## src/rtl/dacbus_pkg.sv

```systemverilog
`timescale 1ns/1ps
package dacbus_pkg;

    typedef enum logic [2:0] {
        OP_WRITE = 3'd0,
        OP_WRUPD = 3'd1,
        OP_READ  = 3'd2,
        OP_LOAD  = 3'd3,
        OP_RAMP  = 3'd4
    } op_e;

    typedef enum logic [3:0] {
        ST_IDLE,
        ST_WSET,
        ST_WSTB,
        ST_WHLD,
        ST_GAP,
        ST_LSET,
        ST_LSTB,
        ST_LHLD,
        ST_RTRN,
        ST_RACC,
        ST_RREL
    } state_e;

    // Interval in ns to whole cycles, rounded up, never below one cycle.
    function automatic int ns_to_cyc(input int ns, input int clk_ns);
        int c;
        c = (ns + clk_ns - 1) / clk_ns;
        if (c < 1) c = 1;
        return c;
    endfunction

    function automatic int max_i(input int a, input int b);
        return (a > b) ? a : b;
    endfunction

endpackage

```

## src/rtl/dacbus_timer.sv

```systemverilog
`timescale 1ns/1ps
// Phase timer: loaded with (cycles - 1) on entry to a phase, counts to zero.
module dacbus_timer #(
    parameter int CNT_W = 8
) (
    input  logic             clk,
    input  logic             rst_n,
    input  logic             load,
    input  logic [CNT_W-1:0] val,
    output logic             zero
);
    logic [CNT_W-1:0] cnt_d, cnt_q;

    always_comb begin
        cnt_d = cnt_q;
        if (load) begin
            cnt_d = val;
        end else if (cnt_q != '0) begin
            cnt_d = cnt_q - CNT_W'(1);
        end
    end

    always_ff @(posedge clk or negedge rst_n) begin
        if (!rst_n) cnt_q <= '0;
        else        cnt_q <= cnt_d;
    end

    assign zero = (cnt_q == '0);
endmodule

```

## src/rtl/dacbus_ramp_step.sv

```systemverilog
`timescale 1ns/1ps
// Next ramp code: add step (zero treated as one), restart at zero past full scale.
module dacbus_ramp_step #(
    parameter int DW = 8
) (
    input  logic [DW-1:0] cur,
    input  logic [DW-1:0] step,
    output logic [DW-1:0] nxt
);
    logic [DW-1:0] inc;
    logic [DW:0]   sum;

    always_comb begin
        inc = (step == '0) ? DW'(1) : step;
        sum = {1'b0, cur} + {1'b0, inc};
        nxt = sum[DW] ? '0 : sum[DW-1:0];
    end
endmodule

```

## src/rtl/dacbus_pin_dec.sv

```systemverilog
`timescale 1ns/1ps
// Bus pin levels for each sequencer phase.
module dacbus_pin_dec
    import dacbus_pkg::*;
#(
    parameter int CH_W = 4,
    parameter int DW   = 8
) (
    input  state_e          st,
    input  logic            upd,
    input  logic [CH_W-1:0] chan,
    input  logic [DW-1:0]   data,
    output logic [CH_W-1:0] addr,
    output logic [DW-1:0]   dout,
    output logic            doe,
    output logic            rw,
    output logic            cs_n,
    output logic            en_n,
    output logic            ld_n
);
    always_comb begin
        addr = chan;
        dout = data;
        doe  = 1'b0;
        rw   = 1'b0;
        cs_n = 1'b1;
        en_n = 1'b1;
        ld_n = 1'b1;
        case (st)
            ST_WSET, ST_WHLD: begin
                cs_n = 1'b0;
                doe  = 1'b1;
            end
            ST_WSTB: begin
                cs_n = 1'b0;
                doe  = 1'b1;
                en_n = 1'b0;
                ld_n = !upd;
            end
            ST_LSTB: begin
                en_n = 1'b0;
                ld_n = 1'b0;
            end
            ST_RACC: begin
                cs_n = 1'b0;
                rw   = 1'b1;
            end
            ST_RREL: begin
                rw   = 1'b1;
            end
            default: begin
            end
        endcase
    end
endmodule

```

## src/rtl/dacbus_seq.sv

```systemverilog
`timescale 1ns/1ps
module dacbus_seq
    import dacbus_pkg::*;
#(
    parameter int CLK_NS    = 5,
    parameter int CH_W      = 4,
    parameter int DW        = 8,
    parameter int LEN_W     = 8,
    parameter int GAP_W     = 8,
    parameter int T_ENL_NS  = 40,
    parameter int T_ENH_NS  = 40,
    parameter int T_DS_NS   = 10,
    parameter int T_DH_NS   = 0,
    parameter int T_AS_NS   = 0,
    parameter int T_AD_NS   = 160,
    parameter int T_RWD_NS  = 120,
    parameter int T_CSD_NS  = 150,
    parameter int T_BUSZ_NS = 30
) (
    input  logic             clk,
    input  logic             rst_n,
    input  logic             cmd_valid,
    input  logic [2:0]       cmd_op,
    input  logic [CH_W-1:0]  cmd_chan,
    input  logic [DW-1:0]    cmd_data,
    input  logic [LEN_W-1:0] cmd_len,
    input  logic [GAP_W-1:0] cmd_gap,
    output logic             cmd_ready,
    output logic             done,
    output logic [DW-1:0]    rd_data,
    output logic [CH_W-1:0]  dac_addr,
    output logic [DW-1:0]    dac_dout,
    input  logic [DW-1:0]    dac_din,
    output logic             dac_doe,
    output logic             dac_rw,
    output logic             dac_cs_n,
    output logic             dac_en_n,
    output logic             dac_ld_n
);
    localparam int C_SET = ns_to_cyc(T_AS_NS, CLK_NS);
    localparam int C_ENL = ns_to_cyc(T_ENL_NS, CLK_NS);
    localparam int C_ENH = ns_to_cyc(T_ENH_NS, CLK_NS);
    localparam int C_STB = max_i(C_ENL, ns_to_cyc(T_DS_NS, CLK_NS));
    localparam int C_HLD = max_i(C_ENH, ns_to_cyc(T_DH_NS, CLK_NS));
    localparam int C_ACC = max_i(ns_to_cyc(T_AD_NS, CLK_NS),
                           max_i(ns_to_cyc(T_RWD_NS, CLK_NS), ns_to_cyc(T_CSD_NS, CLK_NS)));
    localparam int C_REL = ns_to_cyc(T_BUSZ_NS, CLK_NS);
    localparam int C_MAX = max_i(max_i(max_i(C_SET, C_STB), max_i(C_HLD, C_ACC)), C_REL);
    localparam int CNT_W = max_i($clog2(C_MAX + 1), GAP_W);

    typedef struct packed {
        state_e            st;
        logic              upd;
        logic              ramp;
        logic [CH_W-1:0]   chan;
        logic [DW-1:0]     data;
        logic [DW-1:0]     step;
        logic [LEN_W-1:0]  rem;
        logic [GAP_W-1:0]  gap;
        logic              done;
        logic [DW-1:0]     rdat;
    } core_t;

    typedef struct packed {
        logic [CH_W-1:0] addr;
        logic [DW-1:0]   dout;
        logic            doe;
        logic            rw;
        logic            cs_n;
        logic            en_n;
        logic            ld_n;
    } pins_t;

    core_t core_d, core_q;
    pins_t pins_d, pins_q;

    logic             tmr_load;
    logic [CNT_W-1:0] tmr_val;
    logic             tmr_zero;
    logic [DW-1:0]    ramp_nxt;

    logic [CH_W-1:0]  p_addr;
    logic [DW-1:0]    p_dout;
    logic             p_doe, p_rw, p_cs_n, p_en_n, p_ld_n;

    dacbus_timer #(.CNT_W(CNT_W)) tmr_i (
        .clk   (clk),
        .rst_n (rst_n),
        .load  (tmr_load),
        .val   (tmr_val),
        .zero  (tmr_zero)
    );

    dacbus_ramp_step #(.DW(DW)) ramp_i (
        .cur  (core_q.data),
        .step (core_q.step),
        .nxt  (ramp_nxt)
    );

    // Sequencer: next phase, command fields and timer load.
    always_comb begin
        core_d      = core_q;
        core_d.done = 1'b0;
        tmr_load    = 1'b0;
        tmr_val     = '0;
        case (core_q.st)
            ST_IDLE: begin
                if (cmd_valid) begin
                    core_d.chan = cmd_chan;
                    core_d.data = cmd_data;
                    core_d.upd  = 1'b0;
                    core_d.ramp = 1'b0;
                    case (cmd_op)
                        OP_WRITE: begin
                            core_d.st = ST_WSET;
                            tmr_load  = 1'b1;
                            tmr_val   = CNT_W'(C_SET - 1);
                        end
                        OP_WRUPD: begin
                            core_d.upd = 1'b1;
                            core_d.st  = ST_WSET;
                            tmr_load   = 1'b1;
                            tmr_val    = CNT_W'(C_SET - 1);
                        end
                        OP_READ: begin
                            core_d.st = ST_RTRN;
                            tmr_load  = 1'b1;
                            tmr_val   = '0;
                        end
                        OP_LOAD: begin
                            core_d.st = ST_LSET;
                            tmr_load  = 1'b1;
                            tmr_val   = CNT_W'(C_SET - 1);
                        end
                        OP_RAMP: begin
                            core_d.ramp = 1'b1;
                            core_d.upd  = 1'b1;
                            core_d.data = '0;
                            core_d.step = cmd_data;
                            core_d.rem  = cmd_len;
                            core_d.gap  = cmd_gap;
                            core_d.st   = ST_WSET;
                            tmr_load    = 1'b1;
                            tmr_val     = CNT_W'(C_SET - 1);
                        end
                        default: begin
                            core_d.done = 1'b1;
                        end
                    endcase
                end
            end
            ST_WSET: begin
                if (tmr_zero) begin
                    core_d.st = ST_WSTB;
                    tmr_load  = 1'b1;
                    tmr_val   = CNT_W'(C_STB - 1);
                end
            end
            ST_WSTB: begin
                if (tmr_zero) begin
                    core_d.st = ST_WHLD;
                    tmr_load  = 1'b1;
                    tmr_val   = CNT_W'(C_HLD - 1);
                end
            end
            ST_WHLD: begin
                if (tmr_zero) begin
                    if (core_q.ramp && (core_q.rem > LEN_W'(1))) begin
                        core_d.rem  = core_q.rem - LEN_W'(1);
                        core_d.data = ramp_nxt;
                        tmr_load    = 1'b1;
                        if (core_q.gap == '0) begin
                            core_d.st = ST_WSET;
                            tmr_val   = CNT_W'(C_SET - 1);
                        end else begin
                            core_d.st = ST_GAP;
                            tmr_val   = CNT_W'(core_q.gap - GAP_W'(1));
                        end
                    end else begin
                        core_d.st   = ST_IDLE;
                        core_d.done = 1'b1;
                    end
                end
            end
            ST_GAP: begin
                if (tmr_zero) begin
                    core_d.st = ST_WSET;
                    tmr_load  = 1'b1;
                    tmr_val   = CNT_W'(C_SET - 1);
                end
            end
            ST_LSET: begin
                if (tmr_zero) begin
                    core_d.st = ST_LSTB;
                    tmr_load  = 1'b1;
                    tmr_val   = CNT_W'(C_ENL - 1);
                end
            end
            ST_LSTB: begin
                if (tmr_zero) begin
                    core_d.st = ST_LHLD;
                    tmr_load  = 1'b1;
                    tmr_val   = CNT_W'(C_ENH - 1);
                end
            end
            ST_LHLD: begin
                if (tmr_zero) begin
                    core_d.st   = ST_IDLE;
                    core_d.done = 1'b1;
                end
            end
            ST_RTRN: begin
                if (tmr_zero) begin
                    core_d.st = ST_RACC;
                    tmr_load  = 1'b1;
                    tmr_val   = CNT_W'(C_ACC - 1);
                end
            end
            ST_RACC: begin
                if (tmr_zero) begin
                    core_d.rdat = dac_din;
                    core_d.st   = ST_RREL;
                    tmr_load    = 1'b1;
                    tmr_val     = CNT_W'(C_REL - 1);
                end
            end
            ST_RREL: begin
                if (tmr_zero) begin
                    core_d.st   = ST_IDLE;
                    core_d.done = 1'b1;
                end
            end
            default: begin
                core_d.st = ST_IDLE;
            end
        endcase
    end

    // Pin levels follow the next phase so they change on the same edge.
    dacbus_pin_dec #(.CH_W(CH_W), .DW(DW)) dec_i (
        .st   (core_d.st),
        .upd  (core_d.upd),
        .chan (core_d.chan),
        .data (core_d.data),
        .addr (p_addr),
        .dout (p_dout),
        .doe  (p_doe),
        .rw   (p_rw),
        .cs_n (p_cs_n),
        .en_n (p_en_n),
        .ld_n (p_ld_n)
    );

    always_comb begin
        pins_d.addr = p_addr;
        pins_d.dout = p_dout;
        pins_d.doe  = p_doe;
        pins_d.rw   = p_rw;
        pins_d.cs_n = p_cs_n;
        pins_d.en_n = p_en_n;
        pins_d.ld_n = p_ld_n;
    end

    always_ff @(posedge clk or negedge rst_n) begin
        if (!rst_n) begin
            core_q      <= '0;
            core_q.st   <= ST_IDLE;
            pins_q      <= '0;
            pins_q.cs_n <= 1'b1;
            pins_q.en_n <= 1'b1;
            pins_q.ld_n <= 1'b1;
        end else begin
            core_q <= core_d;
            pins_q <= pins_d;
        end
    end

    assign cmd_ready = (core_q.st == ST_IDLE);
    assign done      = core_q.done;
    assign rd_data   = core_q.rdat;
    assign dac_addr  = pins_q.addr;
    assign dac_dout  = pins_q.dout;
    assign dac_doe   = pins_q.doe;
    assign dac_rw    = pins_q.rw;
    assign dac_cs_n  = pins_q.cs_n;
    assign dac_en_n  = pins_q.en_n;
    assign dac_ld_n  = pins_q.ld_n;
endmodule

```

## config.mk

```make
export PLATFORM = sky130hd
export DESIGN_NAME = dacbus_seq
export DESIGN_NICKNAME = d
export VERILOG_FILES = /design/src/rtl/dacbus_pkg.sv /design/src/rtl/dacbus_timer.sv /design/src/rtl/dacbus_ramp_step.sv /design/src/rtl/dacbus_pin_dec.sv /design/src/rtl/dacbus_seq.sv
export SDC_FILE = /design/constraint.sdc
export NUM_CORES = 1
export LEC_CHECK = 0
export BUFFER_PORTS_ARGS = -buffer_cell sky130_fd_sc_hd__buf_2
export CAP_MARGIN = 20
export CORE_MARGIN = 5
export CORE_UTILIZATION = 25
export CTS_CLUSTER_SIZE = 20
export DETAILED_ROUTE_END_ITERATION = 8
export PLACE_DENSITY = 0.42
export SYNTH_ARGS = -nofsm -noshare
export SYNTH_HDL_FRONTEND = slang
export SYNTH_SLANG_ARGS = --single-unit
```

## constraint.sdc

```tcl
create_clock -name clk -period 3.2 [get_ports clk]
set_input_delay 0.32 -clock clk [delete_from_list [all_inputs] [get_ports clk]]
set_output_delay 0.32 -clock clk [all_outputs]
set_load 0.01 [all_outputs]
```

# After elaboration in Yosys (flattened, before gate mapping)
# Cells that the tools add are included.
# word_totals
ff_bits,64
latch_bits,0
mem_bits_rw,0
mem_bits_ro,0
input_bits,42
n_memories,0
# op_classes
add_sub_neg,4
n_mul,0
div_mod_pow,0
order_cmp,1
n_eq_ne,24
shifts,0
n_mux,50
bitwise,0
reduce_logical,25
# op_table
operator,n
8-bit two-way mux,11
43-bit two-way mux,1
4-bit one-hot mux with 10 select lines,1
4-bit two-way mux,9
32-bit two-way mux,1
8-bit one-hot mux with 2 select lines,2
8-bit one-hot mux with 4 select lines,1
8-bit zero test,3
8-bit by 1-bit subtractor with 8-bit output (second input constant),3
4-bit by 3-bit equality test with 1-bit output (second input constant),5
4-bit equality test (second input constant),5
4-bit by 2-bit equality test with 1-bit output (second input constant),4
1-bit two-way mux,14
3-bit two-way mux,4
4-bit one-hot mux with 3 select lines,1
8-bit by 8-bit adder with 9-bit output,1
4-bit by 1-bit equality test with 1-bit output (second input constant),2
8-bit by 1-bit greater-than comparator with 1-bit output (second input constant),1
8-bit nonzero test,1
2-bit OR reduction,4
4-bit OR reduction,2
7-bit OR reduction,1
3-bit by 2-bit equality test with 1-bit output (second input constant),2
6-bit two-way mux,1
18 further kinds,24

# Depth between registers and ports, before layout
# Gate-level depths: netlist (run 1).
# logic_depth
word_depth,8
mapped_depth,10
ltp_nobuf,10

# By module
# A second synthesis (run 1) with hierarchy kept.
# hier_totals
cells_unflattened,424
hier_area_um2,4279.1
# by_module_without_submodules
mod,instances,cells_per_inst,area_each_um2
dacbus_seq,1,289,3205.6
dacbus_timer,1,56,494.2
dacbus_ramp_step,1,58,426.7
dacbus_pin_dec,1,21,152.6

# Least setup slack after synthesis (run 1)
# OpenSTA, ideal clock, no wires.
# synth_path
kind,register -> register
start,register core_q[17] (netlist name)
end,register tmr_i.cnt_q[0]
arrival_ns,2.240
required_ns,3.082
path_slack_ns,0.841
stages_incl_launch_ff,10
path_buffers,1
synth_period_minus_slack_ns,2.359
cell_sequence,dfrtp_1 > inv_1 > ha_1 > or2_2 > a31o_2 > or3_1 > buf_2 > o211ai_2 > or3b_1 > a21o_1
# synth_between
elab_chain_len,6
elab_cells_between_ends,10
classes_between,order compare (1); mux (7); reduce/logical (2)
# synth_lines
item,line_no,text
"start, declared",dacbus_seq.sv:74,"core_t core_d, core_q;"
"start signal, assigned",dacbus_seq.sv:273,core_q <= core_d;
8-bit by 1-bit greater-than comparator with 1-bit output *,dacbus_seq.sv:168,if (core_q.ramp && (core_q.rem > LEN_W'(1))) begin
1-bit logical AND *,dacbus_seq.sv:168,
8-bit two-way mux / 1-bit two-way mux (equally long branches),dacbus_seq.sv:168,
8-bit two-way mux / 1-bit two-way mux (equally long branches),dacbus_seq.sv:167,if (tmr_zero) begin
8-bit one-hot mux with 4 select lines / 1-bit one-hot mux with 3 select lines (equally long branches),dacbus_seq.sv:106,case (core_q.st)
8-bit two-way mux / 2-bit nonzero test (equally long branches),-,
"end signal, assigned",dacbus_timer.sv:25,else cnt_q <= cnt_d;
"end, declared",dacbus_timer.sv:12,"logic [CNT_W-1:0] cnt_d, cnt_q;"
# Mark *: on every way between the ends. The rest lies on a longest branch, timed or not.
# A chain may end at the register's enable or synchronous reset.

# Final worst setup path (run 1)
# layout_path
start,register core_q[17] (netlist name)
end,register pins_q (netlist bit dac_dout[7])
# layout_between
elab_chain_len,4
# layout_lines
item,line_no,text
8-bit by 1-bit greater-than comparator with 1-bit output,dacbus_seq.sv:168,
1-bit logical AND,dacbus_seq.sv:168,
2-bit != test (no line),-,
4-bit AND reduction (no line),-,
"end signal, assigned",dacbus_seq.sv:274,pins_q <= pins_d;
"end, declared",dacbus_seq.sv:75,"pins_t pins_d, pins_q;"
# Every way passes these cells.

==> results of run 1 <==
## worst max-delay path by stage
| stage | to | slack, ns | depth (start not counted) |
|---|---|---|---|
| 5_1_grt | core_q[17]$_DFFE_PN0P_ | 0.40 | 8 |
| 3_5_place_dp | dac_dout[7]$_DFFE_PN0P_ | 0.61 | 8 |
| 6_report | dac_dout[7]$_DFFE_PN0P_ | 0.63 | 8 |
| 3_3_place_gp | core_q[17]$_DFFE_PN0P_ | 0.68 | 8 |
| 4_1_cts | core_q[17]$_DFFE_PN0P_ | 0.61 | 8 |
| 2_1_floorplan | tmr_i.cnt_q[0]$_DFFE_PN0P_ | 0.84 | 9 |
## per-layer routing
| metal | part of all wire, % | track usage [%] |
|---|---|---|
| met2 | 46 | 18.50 |
| met4 | 1.2 | 3.600 |
| met3 | 4.9 | 3.826 |
| met5 | 0 | 0 |
| met1 | 47 | 14.58 |
## power breakdown
part / total [mW] / switching, mW / internal [mW]
clock: 0.862 / 0.347 / 0.515
sequential: 1.25 / 0.209 / 1.04
combinational: 1.34 / 0.714 / 0.630
total: 3.46 / 1.27 / 2.19
## final cells by class
type	count	area, µm²	area share (%)
Multi-Input combinational cell	282	1954	43.40
Clock buffer	11	232.7	5.168
Tap cell	188	235.2	5.224
Inverter	8	30.03	0.6669
Timing Repair Buffer	79	422.9	9.392
Sequential cell	64	1605	35.65
Clock inverter	4	22.52	0.5001
## state kept, by name, summed over array words and instances (netlist names)
register / flops
core_q: 30
dac_dout: 8
rd_data: 8
tmr_i.cnt_q: 8
dac_addr: 4
dac_cs_n: 1
dac_doe: 1
dac_en_n: 1
dac_ld_n: 1
dac_rw: 1
done: 1
## kinds of logic after synthesis
family	count (synthesis)	synth area share (%)
compound gates	103	17.65
buf+inv	52	7.359
flops	64	41.78
simple gates	120	16.44
xor+xnor	17	3.875
mux	29	8.466
fa+ha+maj	13	4.428
## worst max-delay path, delay by kind of cell, from the launching register on
kind | cells | cell delay, ns
and+or+nand+nor | 4 | 1.33
adders and majority gates | 1 | 0.25
AOI/OAI and AO/OA | 2 | 0.42
buffers and inverters | 1 | 0.10
DFF | 1 | 0.37
## cell usage in the layout, fill, tap and decap left out, types with 9 or more instances in the layout
cell | synthesis | layout
sky130_fd_sc_hd__o21ai_0 | 24 | 24
sky130_fd_sc_hd__nand2_1 | 22 | 22
sky130_fd_sc_hd__nor3_1 | 15 | 15
sky130_fd_sc_hd__buf_2 | 7 | 68
sky130_fd_sc_hd__buf_4 | 21 | 11
sky130_fd_sc_hd__nor2_1 | 35 | 35
sky130_fd_sc_hd__a22oi_1 | 11 | 11
sky130_fd_sc_hd__dfrtp_1 | 61 | 61
sky130_fd_sc_hd__clkbuf_16 | 0 | 9
sky130_fd_sc_hd__a21oi_1 | 22 | 22
sky130_fd_sc_hd__xnor2_1 | 12 | 12
sky130_fd_sc_hd__mux2_2 | 28 | 28
sky130_fd_sc_hd__ha_1 | 12 | 12
==> results.md, run 1 <==
Detailed routing:
- The count of antenna-violating nets left after detailed routing is 0.
- The residual DRC count is 0.
- The average wire per standard cell is 15.47 µm.
- For this block, the via count after detailed routing is 3076.
- Before antenna repair, the detailed router went through 4 iterations.
- The average via count per standard cell is 4.836.
- The iteration-0 DRC count of the detailed router is 110.
- The wire length after detailed routing is 9.840 mm.

STA:
- The pin slew with the least headroom to its limit is 0.8627 ns.
- The final hold violation count is 0.
- Subtracting the final worst setup slack from the clock period gives 2.571 ns.
- Adding up every negative setup slack in the final design gives 0 ns.
- For this run, the top clock speed supported by timing is 389.0 MHz.
- Setup repair after global routing left no endpoint under its margin.
- The ratio of final minimum period to clock period is 80.34%.
- The final setup violation count is 0.
- The final-report max-slew violation count is 0.
- Setup slack closes at 0.6290 ns.
- The worst-case hold slack is 0.1952 ns.
- In this run the tightest slew margin relative to its limit is 42.49%.
- Clock skew on the completed layout was measured at 0.01019 ns.

Yosys:
- The cell count after synthesis came out at 398.
- The most common cell in the netlist is sky130_fd_sc_hd__dfrtp_1.
- The commonest cells after synthesis are sky130_fd_sc_hd__dfrtp_1 (61), sky130_fd_sc_hd__nor2_1 (35), sky130_fd_sc_hd__mux2_2 (28).
- The area share of the largest cell type after synthesis is 39.73%.
- Yosys mapped a number of flops with a built-in enable equal to 0.
- By area the synthesized netlist is led by sky130_fd_sc_hd__dfrtp_1 (40%), sky130_fd_sc_hd__mux2_2 (8.2%), sky130_fd_sc_hd__buf_4 (4.1%).
- The share of the Yosys chip area taken by registers is 41.78%.
- The flip-flop and latch count after synthesis is 64.
- The most common flop cell mapped by yosys is sky130_fd_sc_hd__dfrtp_1.
- A synthesized cell averages 9.654 µm².
- Summed over all instances, the cell type with the most area after synthesis is sky130_fd_sc_hd__dfrtp_1.
- Synthesis produced a netlist with a net count of 453.
- The yosys synthesis warning count is 0.
- The summed instance area of the synthesized netlist is 3842 µm².
- Of all flip-flops after synthesis, the portion carrying an async set or reset was 100.0%.
- The number of different library cells used by synthesis comes to 59.

Final layout:
- The number of antenna diodes in the final layout is 0.
- The proportion of layout cells with a drive suffix above 1 is 30.80%.
- The number of fill cells in the layout is 1568.
- The finished layout holds 636 standard cells, fillers aside.
- The utilization after layout is 29.73%.
- The final standard cell area without fillers is 4503 µm².
- From synthesis to final layout, the design area changed by 17.19%.
- The final net count is 499.

Place:
- At the end of routability-driven placement, the weighted congestion stood at 0.7998.
- The HPWL after detailed placement is 7.207 mm.
- The number of placed instances with taps included is 621.
- The placed instances occupy a cell area of 4248 µm².
- The count of buffers inserted at the top-level ports is 68.
- At the placement stage, the worst setup path has a slack of 0.6087 ns.

Global route:
- The maximum number of pins on one net before global-route repair is 65.
- The global-route wire length before repair is 16.19 mm.
- The initial antenna violation count is 0.
- The via count of the first global-routing pass is 3109.
- Global routing used 11.48% of the available tracks across all layers.
- For this run the aggregate overflow at the end of global routing stands at 0.

Worst setup path:
- Counting cells, the worst reg-to-reg path comes to 8.
- The type of the worst setup path is reg -> reg.
- STA classifies the critical path startpoint as a register.
- For this design, the slowest cell found on the critical path is sky130_fd_sc_hd__nand2_1.
- Data on the critical path arrives at its endpoint at 2.83 ns.
- The required arrival time at the worst endpoint is 3.45 ns.
- The startpoint of the worst setup timing path is core_q[17]$_DFFE_PN0P_.
- The endpoint of the lowest-slack register-to-register path is dac_dout[7]$_DFFE_PN0P_.
- On the worst path, the slowest cell contributes a delay of 0.49 ns.
- The worst setup path is captured at a register.
- Along the worst path, the maximum fanout reaches 16.
- Traced cell by cell, the critical path runs through inv_1 -> ha_1 -> or2_2 -> a31o_2 -> or3_1 -> nand2_1 -> nor2_1 -> a31oi_1.
- The slack of the worst reg-to-reg path is 0.63 ns.
- In this run the critical register-to-register path is launched from core_q[17]$_DFFE_PN0P_.

Flow run:
- Max-cap violations in this run came to 0.

CTS:
- In this run, post-CTS repair resized a total of 0 instances.
- Counting the buffers created by CTS gives 9.
- The TritonCTS sink count is 64.
- The number of buffers inserted to repair setup after CTS is 0.
- The insertion delay to the later sink of the worst-skew pair is 0.34 ns.
- The tree is rooted in a sky130_fd_sc_hd__clkbuf_16.
- The clock tree from TritonCTS is built.
- No sink is reached through more buffers than the 2 on the longest clock path.
- The total number of H-tree levels is 3.
- The number of buffers inserted for hold repair after clock tree synthesis is 0.
- Clock-pin slew was measured on the worst setup and hold paths at 0.06 ns.

Floorplan:
- The initial utilization of the core area, before any placement, comes to 25.37%.
- The die outline area is 17950 µm².
- The die width is 134.0 µm.
- The number of top-level design ports is 69.
- The die boundary height is 134.0 µm.
- The area of the core is 15150 µm².
- The floorplan has 45 rows.

Pwr:
- The power consumption is 3.459 mW.
- For this design the static power due to leakage is 2.071 nW.
- Power spread over the standard cell area amounts to 768.2 nW/µm².
- IR analysis of the VDD net gives a maximum drop of 0.3503 mV.

Hold path:
- The path class of the tightest hold or removal check is in -> async.

Status:
- The flow ran to the end, and the final reports show no timing, DRC or antenna violations.
Note: power is estimated with default switching activity, not from simulation.
==> inputs of run 2 (changes only) <==
- PLACE_DENSITY: 0.42 -> 0.44
- clock period: 3.2 -> 2.1 ns (I/O delays scaled with it)
==> run 2 against run 1 <==
Combinational power is 110% higher. Worst setup slack lost 0.84 ns. Power is 76% higher. Largest power group unchanged. Largest cell class unchanged. The run now ends with negative setup slack left. Die area is the same. Flip-flop and latch count stayed put.
==> results.md, run 2 (synthesis gave the netlist of run 1 again) <==
Status:
- The flow ran to the end, but the final reports show violations.
- The checks that failed: negative setup slack.

Final layout:
- Leaving out fill and tap cells, the most frequent cell in the layout is sky130_fd_sc_hd__buf_2.
- The area growth from synthesis to layout is 39.76%.
- The proportion of layout cells with a drive suffix above 1 was 46.30% (+15 points).
- The final net count is 564 (+13%).
- In the layout the commonest cells are sky130_fd_sc_hd__buf_2 (68), sky130_fd_sc_hd__buf_4 (62), sky130_fd_sc_hd__dfrtp_1 (61), sky130_fd_sc_hd__nor2_1 (33).
- The number of fill cells in the layout is 1522 (-2.9%).
- The antenna cell count is 0 (unchanged).
- More flip-flops sit in one register than any other, and that register is core_q.
- The final standard cell area without fillers is 5370 µm² (+19%).
- The flip-flop count of the largest register after layout came to 30 (unchanged).

Floorplan:
- The die boundary height is 134.0 µm (unchanged).
- The area of the core is 15150 µm² (unchanged).
- The number of placement rows is 45 (unchanged).
- The die outline area is 17950 µm² (unchanged).
- The number of top-level design ports is 69 (unchanged).
- The die width is 134.0 µm (unchanged).
- The initial core utilization came to 25.37% (unchanged).

STA:
- The ratio of final minimum period to clock period is 110.2% (+30 points).
- The final setup violation count is 12 (+12).
- The worst clock skew on the final layout came to 0.003724 ns (-0.006468 ns).
- The final-report max-slew violation count is 0 (unchanged).
- The final hold violation count came to 0 (unchanged).
- Setup repair after global routing could not meet its margin everywhere.
- The pin slew with the least headroom to its limit is 0.7584 ns (-0.1043 ns).
- The final-layout setup total negative slack is -1.326 ns (-1.326 ns).
- The setup slack of the critical path after layout is -0.2133 ns (-0.8423 ns).
- The post-layout minimum cycle time is 2.313 ns (-0.2577 ns).
- The relative max-transition margin came to 49.26% (+6.8 points).
- The fmax came to 432.3 MHz (+11%).

Worst setup path:
- In this run the critical register-to-register path is captured at dac_dout[0]$_DFFE_PN0P_.
- The highest net fanout along the worst path is 6 (-10).
- The element type at the critical path start is a register.
- The worst reg-to-reg path cell count is 10 (+2).
- The data arrival time at the worst-slack endpoint is 2.53 ns (-0.30 ns).
- The required arrival time at the worst endpoint came to 2.32 ns (-1.13 ns).
- The endpoint type of the worst setup path is a register.
- The type of the worst setup path is reg -> reg.
- In this run the critical register-to-register path is launched from core_q[31]$_DFFE_PN0P_.
- The slack of the worst reg-to-reg path is -0.21 ns (-0.84 ns).

Pwr:
- The switching power as a share of total power came to 36.26% (-0.46 points).
- The sequential fraction of design power is 30.7% (-5.5 points).
- The reported net switching power is 2.203 mW (+73%).
- The clock network fraction of design power is 22.5% (-2.4 points).
- The cell leakage power is 2.460 nW (+19%).
- The peak supply drop is 0.5669 mV (+62%).
- The combinational group share of total power is 46.8% (+7.9 points).
- The power density over the cells is 1131 nW/µm² (+47%).
- The internal power is 3.873 mW (+77%).

Hold path:
- The worst min-delay path endpoint is dac_addr[1]$_DFFE_PN0P_.
- The startpoint identified for the worst hold timing path is cmd_chan[1].
- Counting instances, the worst hold path has a depth of 2.
- The class of the most critical hold timing path is in -> reg.

Detailed routing:
- The count of TritonRoute iterations in the first routing pass is 4 (unchanged).
- The average wire per standard cell came to 15.23 µm (-1.6%).
- The average via count per standard cell is 4.799 (-0.77%).
- The wire length after detailed routing is 10.69 mm (+8.6%).
- The routed via count is 3369 (+9.5%).
- The iteration-0 DRC count of the detailed router is 129 (+17%).
- The count of antenna-violating nets left after detailed routing is 0 (unchanged).
- The residual DRC count came to 0 (unchanged).

Place:
- The routability-driven placement congestion ratio is 0.7927 (-0.89%).
- The placed instance area was 4706 µm² (+11%).
- The count of buffers inserted at the top-level ports is 68 (unchanged).
- The HPWL after detailed placement is 7.790 mm (+8.1%).

Global route:
- The via count of the first global-routing pass came to 3382 (+8.8%).
- The global-route wire length before repair is 17.28 mm (+6.7%).
- The total overflow reported by the global router is 0 (unchanged).
- The maximum number of pins on one net before global-route repair is 44 (-32%).
- The initial antenna violation count came to 0 (unchanged).
- The overall fraction of global-route tracks in use is 12.06% (+0.58 points).

CTS:
- Clock tree synthesis selected as its root buffer the cell sky130_fd_sc_hd__clkbuf_16.
- The buffer depth of the longest clock path came to 2 (unchanged).
- The TritonCTS buffer count is 9 (unchanged).
- The insertion delay to the later sink of the worst-skew pair was 0.33 ns (about the same).
- The clock tree from TritonCTS is built.
- The TritonCTS sink count is 64 (unchanged).
- The clock-pin transition on the worst setup and hold timing paths is 0.05 ns (about the same).
- The total number of H-tree levels is 3 (unchanged).

Flow run:
- The max-capacitance violation count was 0 (unchanged).
==> run 2: changes by cell type in the layout (fill, tap and decap cells not counted), moves of 4 or more <==
cell                      before  now
sky130_fd_sc_hd__a22oi_2       0    4
sky130_fd_sc_hd__buf_6         0    9
sky130_fd_sc_hd__mux2_4        0    8
sky130_fd_sc_hd__o21ai_0      24   15
sky130_fd_sc_hd__a22oi_1      11    7
sky130_fd_sc_hd__buf_4        11   62
sky130_fd_sc_hd__o21ai_1       1    8
sky130_fd_sc_hd__mux2_2       28   20
==> run 2: how the worst max path moves through the flow <==
stage | slack, ns | to | cells after the start | from
2_1_floorplan | -0.14 | tmr_i.cnt_q[0]$_DFFE_PN0P_ | 9 | tmr_i.cnt_q[0]$_DFFE_PN0P_
3_3_place_gp | -0.19 | core_q[22]$_DFFE_PN0P_ | 6 | core_q[17]$_DFFE_PN0P_
3_5_place_dp | -0.22 | tmr_i.cnt_q[0]$_DFFE_PN0P_ | 8 | core_q[17]$_DFFE_PN0P_
4_1_cts | -0.16 | dac_dout[5]$_DFFE_PN0P_ | 10 | core_q[29]$_DFFE_PN0P_
5_1_grt | -0.34 | dac_dout[0]$_DFFE_PN0P_ | 10 | core_q[31]$_DFFE_PN0P_
6_report | -0.21 | dac_dout[0]$_DFFE_PN0P_ | 10 | core_q[31]$_DFFE_PN0P_
==> run 2: power groups by stage <==
stage | Combinational (mW) | Clock (mW) | Sequential [mW]
after floorplan | 1.80 | 0 | 1.85
after global placement | 2.52 | 0 | 1.86
after detailed placement | 2.53 | 0 | 1.88
after CTS | 2.66 | 1.41 | 1.87
after global routing | 3.14 | 1.48 | 1.92
final | 2.84 | 1.37 | 1.87
==> run 2: area by class of cell <==
class                   count  area [µm²]  share of cell area, %
inverters                   8       30.03                 0.5592
clock buffers              13       250.2                  4.660
multi-input cells         283        2255                  41.99
repair buffers            143       977.2                  18.20
well taps                 188       235.2                  4.380
clock inverters             3       17.52                 0.3262
flip-flops and latches     64        1605                  29.89
==> run 2: metal layers <==
metal	wire (µm)	track usage, %	vias up
met5	0	0	-
met4	123	3.771	0
met3	479	3.526	8
met2	5242	20.33	62
met1	4845	14.89	1648
li1	-	-	1651
==> run 2: per-stage QoR <==
stage	instances	setup slack [ns]	hold WS, ns	utilization, %	total power, mW
after floorplan	398	-0.1403	-0.08559	-	3.648
final	702	-0.2133	0.1055	35.46	6.076
after detailed placement	668	-0.2173	0.2347	31.07	4.402
after global routing	702	-0.3365	0.09377	35.46	6.534
after global placement	668	-0.1924	0.2358	31.07	4.382
after CTS	689	-0.1641	0.09049	33.66	5.934
==> run 2: worst max-delay path: stages, from the launching register on <==
cell                       delay (ns)
sky130_fd_sc_hd__dfrtp_1         0.40
sky130_fd_sc_hd__nor4_2          0.28
sky130_fd_sc_hd__a21o_1          0.14
sky130_fd_sc_hd__ha_2            0.18
sky130_fd_sc_hd__fa_2            0.21
sky130_fd_sc_hd__a211oi_2        0.06
sky130_fd_sc_hd__o21bai_1        0.18
sky130_fd_sc_hd__nand2_1         0.10
sky130_fd_sc_hd__a211o_4         0.39
sky130_fd_sc_hd__a22oi_1         0.15
sky130_fd_sc_hd__a21oi_1         0.09
==> run 2: what timing repair did <==
item                                   in CTS  in global routing
setup buffers                               4                 13
cloned                                      0                  1
setup endpoints to repair                  32                 32
resized for setup                          21                 45
endpoints found under the hold margin      21                  0
pin swaps                                   6                 19
hold buffers                                1                  0
==> inputs of run 3 (changes only) <==
- CORE_ASPECT_RATIO: default -> 0.7
- SLEW_MARGIN: default -> 10
- clock period: 2.1 -> 1.9 ns (I/O delays scaled with it)
==> run 3 against run 2 <==
The flow still finishes with violations (negative setup slack). Sequential share of layout area shrank 2.0 points. Fmax shrank 3.6%. Largest cell class unchanged. Via count grew 2.8%. Combinational power grew 25%. Critical path type unchanged.
==> results.md, run 3 (synthesis gave the netlist of run 1 again) <==
Place:
- The worst slack at placement is -0.6909 ns (-0.4736 ns).
- The number of placed instances with taps included is 698 (+4.5%).
- The placed instance area is 4920 µm² (+4.5%).
- The count of buffers inserted at the top-level ports is 68 (unchanged).
- The routability-driven placement congestion ratio came to 0.8128 (+2.5%).
- The HPWL after detailed placement is 8.003 mm (+2.7%).

CTS:
- The total number of H-tree levels was 3 (unchanged).
- The insertion delay to the later sink of the worst-skew pair is 0.33 ns (about the same).
- The buffer depth of the longest clock path is 2 (unchanged).
- The CTS root buffer is sky130_fd_sc_hd__clkbuf_16.
- The TritonCTS sink count is 64 (unchanged).
- The TritonCTS buffer count was 9 (unchanged).
- The clock-pin transition on the worst setup and hold timing paths was 0.05 ns (about the same).
- TritonCTS built the clock tree.

STA:
- The relative max-transition margin is 61.02% (+12 points).
- The final-layout setup total negative slack is -9.489 ns (-8.164 ns).
- The final setup violation count is 39 (+27).
- Setup repair after global routing could not meet its margin everywhere.
- The final hold violation count is 0 (unchanged).
- The worst clock skew on the final layout is 0.008468 ns (+0.004744 ns).
- The pin slew with the least headroom to its limit is 0.5840 ns (-0.1743 ns).
- The post-layout minimum cycle time came to 2.399 ns (+0.08618 ns).
- The setup slack of the critical path after layout is -0.4994 ns (-0.2862 ns).
- The final-report max-slew violation count is 0 (unchanged).
- The ratio of final minimum period to clock period is 126.3% (+16 points).
- The worst-case hold slack is 0.09523 ns (-0.01027 ns).
- The fmax is 416.8 MHz (-3.6%).

Final layout:
- The final standard cell area without fillers is 5766 µm² (+7.4%).
- The flip-flop count of the largest register after layout came to 30 (unchanged).
- The number of fill cells in the layout is 1530 (+0.53%).
- The proportion of layout cells with a drive suffix above 1 is 52.96% (+6.7 points).
- Leaving out fill and tap cells, the most frequent cell in the layout is sky130_fd_sc_hd__buf_4.
- The final net count is 590 (+4.6%).
- The utilization after layout is 38.68% (+3.2 points).
- The area added between synthesis and finish is 50.05%.
- The non-filler instance count after layout is 735 (+4.7%).
- The area of the multi-input gates is 2359 µm² (+4.6%).
- Leaving out fill and tap cells, the most frequent cells in the layout are sky130_fd_sc_hd__buf_4 (81), sky130_fd_sc_hd__buf_2 (68), sky130_fd_sc_hd__dfrtp_1 (61), sky130_fd_sc_hd__nor2_1 (31).
- The sequential cell area is 1605 µm² (unchanged).
- Counting flops per register, the top entry is core_q.
- The antenna cell count is 0 (unchanged).

Detailed routing:
- The residual DRC count is 0 (unchanged).
- The iteration-0 DRC count of the detailed router came to 131 (+1.6%).
- The routed via count came to 3464 (+2.8%).
- The count of TritonRoute iterations in the first routing pass is 4 (unchanged).
- The average wire per standard cell is 15.28 µm (+0.34%).
- The wire length after detailed routing is 11.23 mm (+5.1%).
- The average via count per standard cell is 4.713 (-1.8%).
- The count of antenna-violating nets left after detailed routing is 0 (unchanged).

Worst setup path:
- The worst path buffer plus inverter count is 0 (unchanged).
- The highest net fanout along the worst path is 6 (unchanged).
- The largest delay contributor family on the critical path is compound AO/OA/AOI/OAI gates.
- The maximum cell stage delay along the critical path was 0.41 ns (about the same).
- The required arrival time at the worst endpoint is 2.11 ns (-0.21 ns).
- The type of the worst setup path is reg -> reg.
- The worst setup path is captured at a register.
- The worst setup path is launched from a register.
- The critical path goes through nor4_4 -> a21o_1 -> ha_4 -> fa_2 -> a211oi_2 -> o21bai_1 -> nand2_1 -> a211o_4 -> a22oi_2 -> a21oi_1.
- The cell with the largest stage delay on the worst path is sky130_fd_sc_hd__dfrtp_1.
- The data arrival time at the worst-slack endpoint is 2.61 ns (+0.08 ns).

Global route:
- The via count of the first global-routing pass was 3548 (+4.9%).
- The global-route wire length before repair is 18.57 mm (+7.5%).
- The initial antenna violation count is 0 (unchanged).
- The total overflow reported by the global router is 0 (unchanged).
- The maximum number of pins on one net before global-route repair is 65 (+48%).
- The overall fraction of global-route tracks in use is 12.88% (+0.82 points).

Floorplan:
- The initial core utilization is 25.78% (+0.41 points).
- The number of top-level design ports was 69 (unchanged).
- The number of placement rows is 37 (-18%).
- The die width is 158.2 µm (+18%).
- The die outline area was 17990 µm² (+0.22%).
- The area of the core came to 14910 µm² (-1.6%).
- The die boundary height came to 113.7 µm (-15%).

Pwr:
- The peak supply drop is 0.5139 mV (-9.4%).
- The cell leakage power is 2.644 nW (+7.5%).
- The power density over the cells was 1260 nW/µm² (+11%).
- The power consumption was 7.262 mW (+20%).

Status:
- The run finished, with violations left.
- The final reports fail on negative setup slack.

Hold path:
- The class of the most critical hold timing path is in -> reg.

Flow run:
- The max-capacitance violation count is 0 (unchanged).
run 3: worst reg2reg max path: stages, from the launching register on:
cell	delay (ns)
sky130_fd_sc_hd__dfrtp_1	0.41
sky130_fd_sc_hd__nor4_4	0.36
sky130_fd_sc_hd__a21o_1	0.20
sky130_fd_sc_hd__ha_4	0.15
sky130_fd_sc_hd__fa_2	0.22
sky130_fd_sc_hd__a211oi_2	0.07
sky130_fd_sc_hd__o21bai_1	0.19
sky130_fd_sc_hd__nand2_1	0.09
sky130_fd_sc_hd__a211o_4	0.39
sky130_fd_sc_hd__a22oi_2	0.14
sky130_fd_sc_hd__a21oi_1	0.08
run 3: what timing repair did:
action                                  in CTS  in global routing
hold endpoints to repair                    61                  0
resized for setup                           62                 21
buffers inserted                            14                  5
cloned                                       2                  0
hold buffers                                 1                  0
endpoints found under the setup margin      38                 57
pin swaps                                   32                 27
run 3: report_power, final:
group,internal [mW],switching [mW]
Clock,1.05,0.594
Sequential,1.76,0.312
Combinational,1.86,1.69
Total,4.67,2.59
run 3: layout make-up:
| cell class | instances | share of cell area [%] |
|---|---|---|
| clock buffers | 11 | 4.210 |
| flip-flops and latches | 64 | 27.84 |
| multi-input cells | 283 | 40.91 |
| well taps | 195 | 4.232 |
| repair buffers | 169 | 21.31 |
| clock inverters | 5 | 0.9766 |
| inverters | 8 | 0.5208 |
run 3: routing by layer:
metal / up-vias / global-route usage, % / wire [µm] / share of wire (%)
li1: 1705 / - / - / -
met1: 1691 / 18.97 / 5801 / 52
met2: 59 / 19.15 / 5039 / 45
met3: 9 / 2.768 / 315 / 2.8
met4: 0 / 3.182 / 75 / 0.67
met5: - / 0 / 0 / 0
run 3: path summary, 6_finish.rpt:
path / from / to / slack, ns / cells after the start
setup / recovery: core_q[30]$_DFFE_PN0P_ / dac_dout[3]$_DFFE_PN0P_ / -0.50 / 10
hold / removal: dac_din[5] / rd_data[5]$_DFFE_PN0P_ / 0.1 / 2
setup reg to reg: core_q[30]$_DFFE_PN0P_ / dac_dout[3]$_DFFE_PN0P_ / -0.50 / 10
hold reg to reg: core_q[45]$_DFFE_PN0P_ / core_q[45]$_DFFE_PN0P_ / 0.49 / 2
max in group asynchronous: rst_n / dac_ld_n$_DFF_PN1_ / 1.17 / 3
min in group asynchronous: rst_n / rd_data[6]$_DFFE_PN0P_ / 0.41 / 3
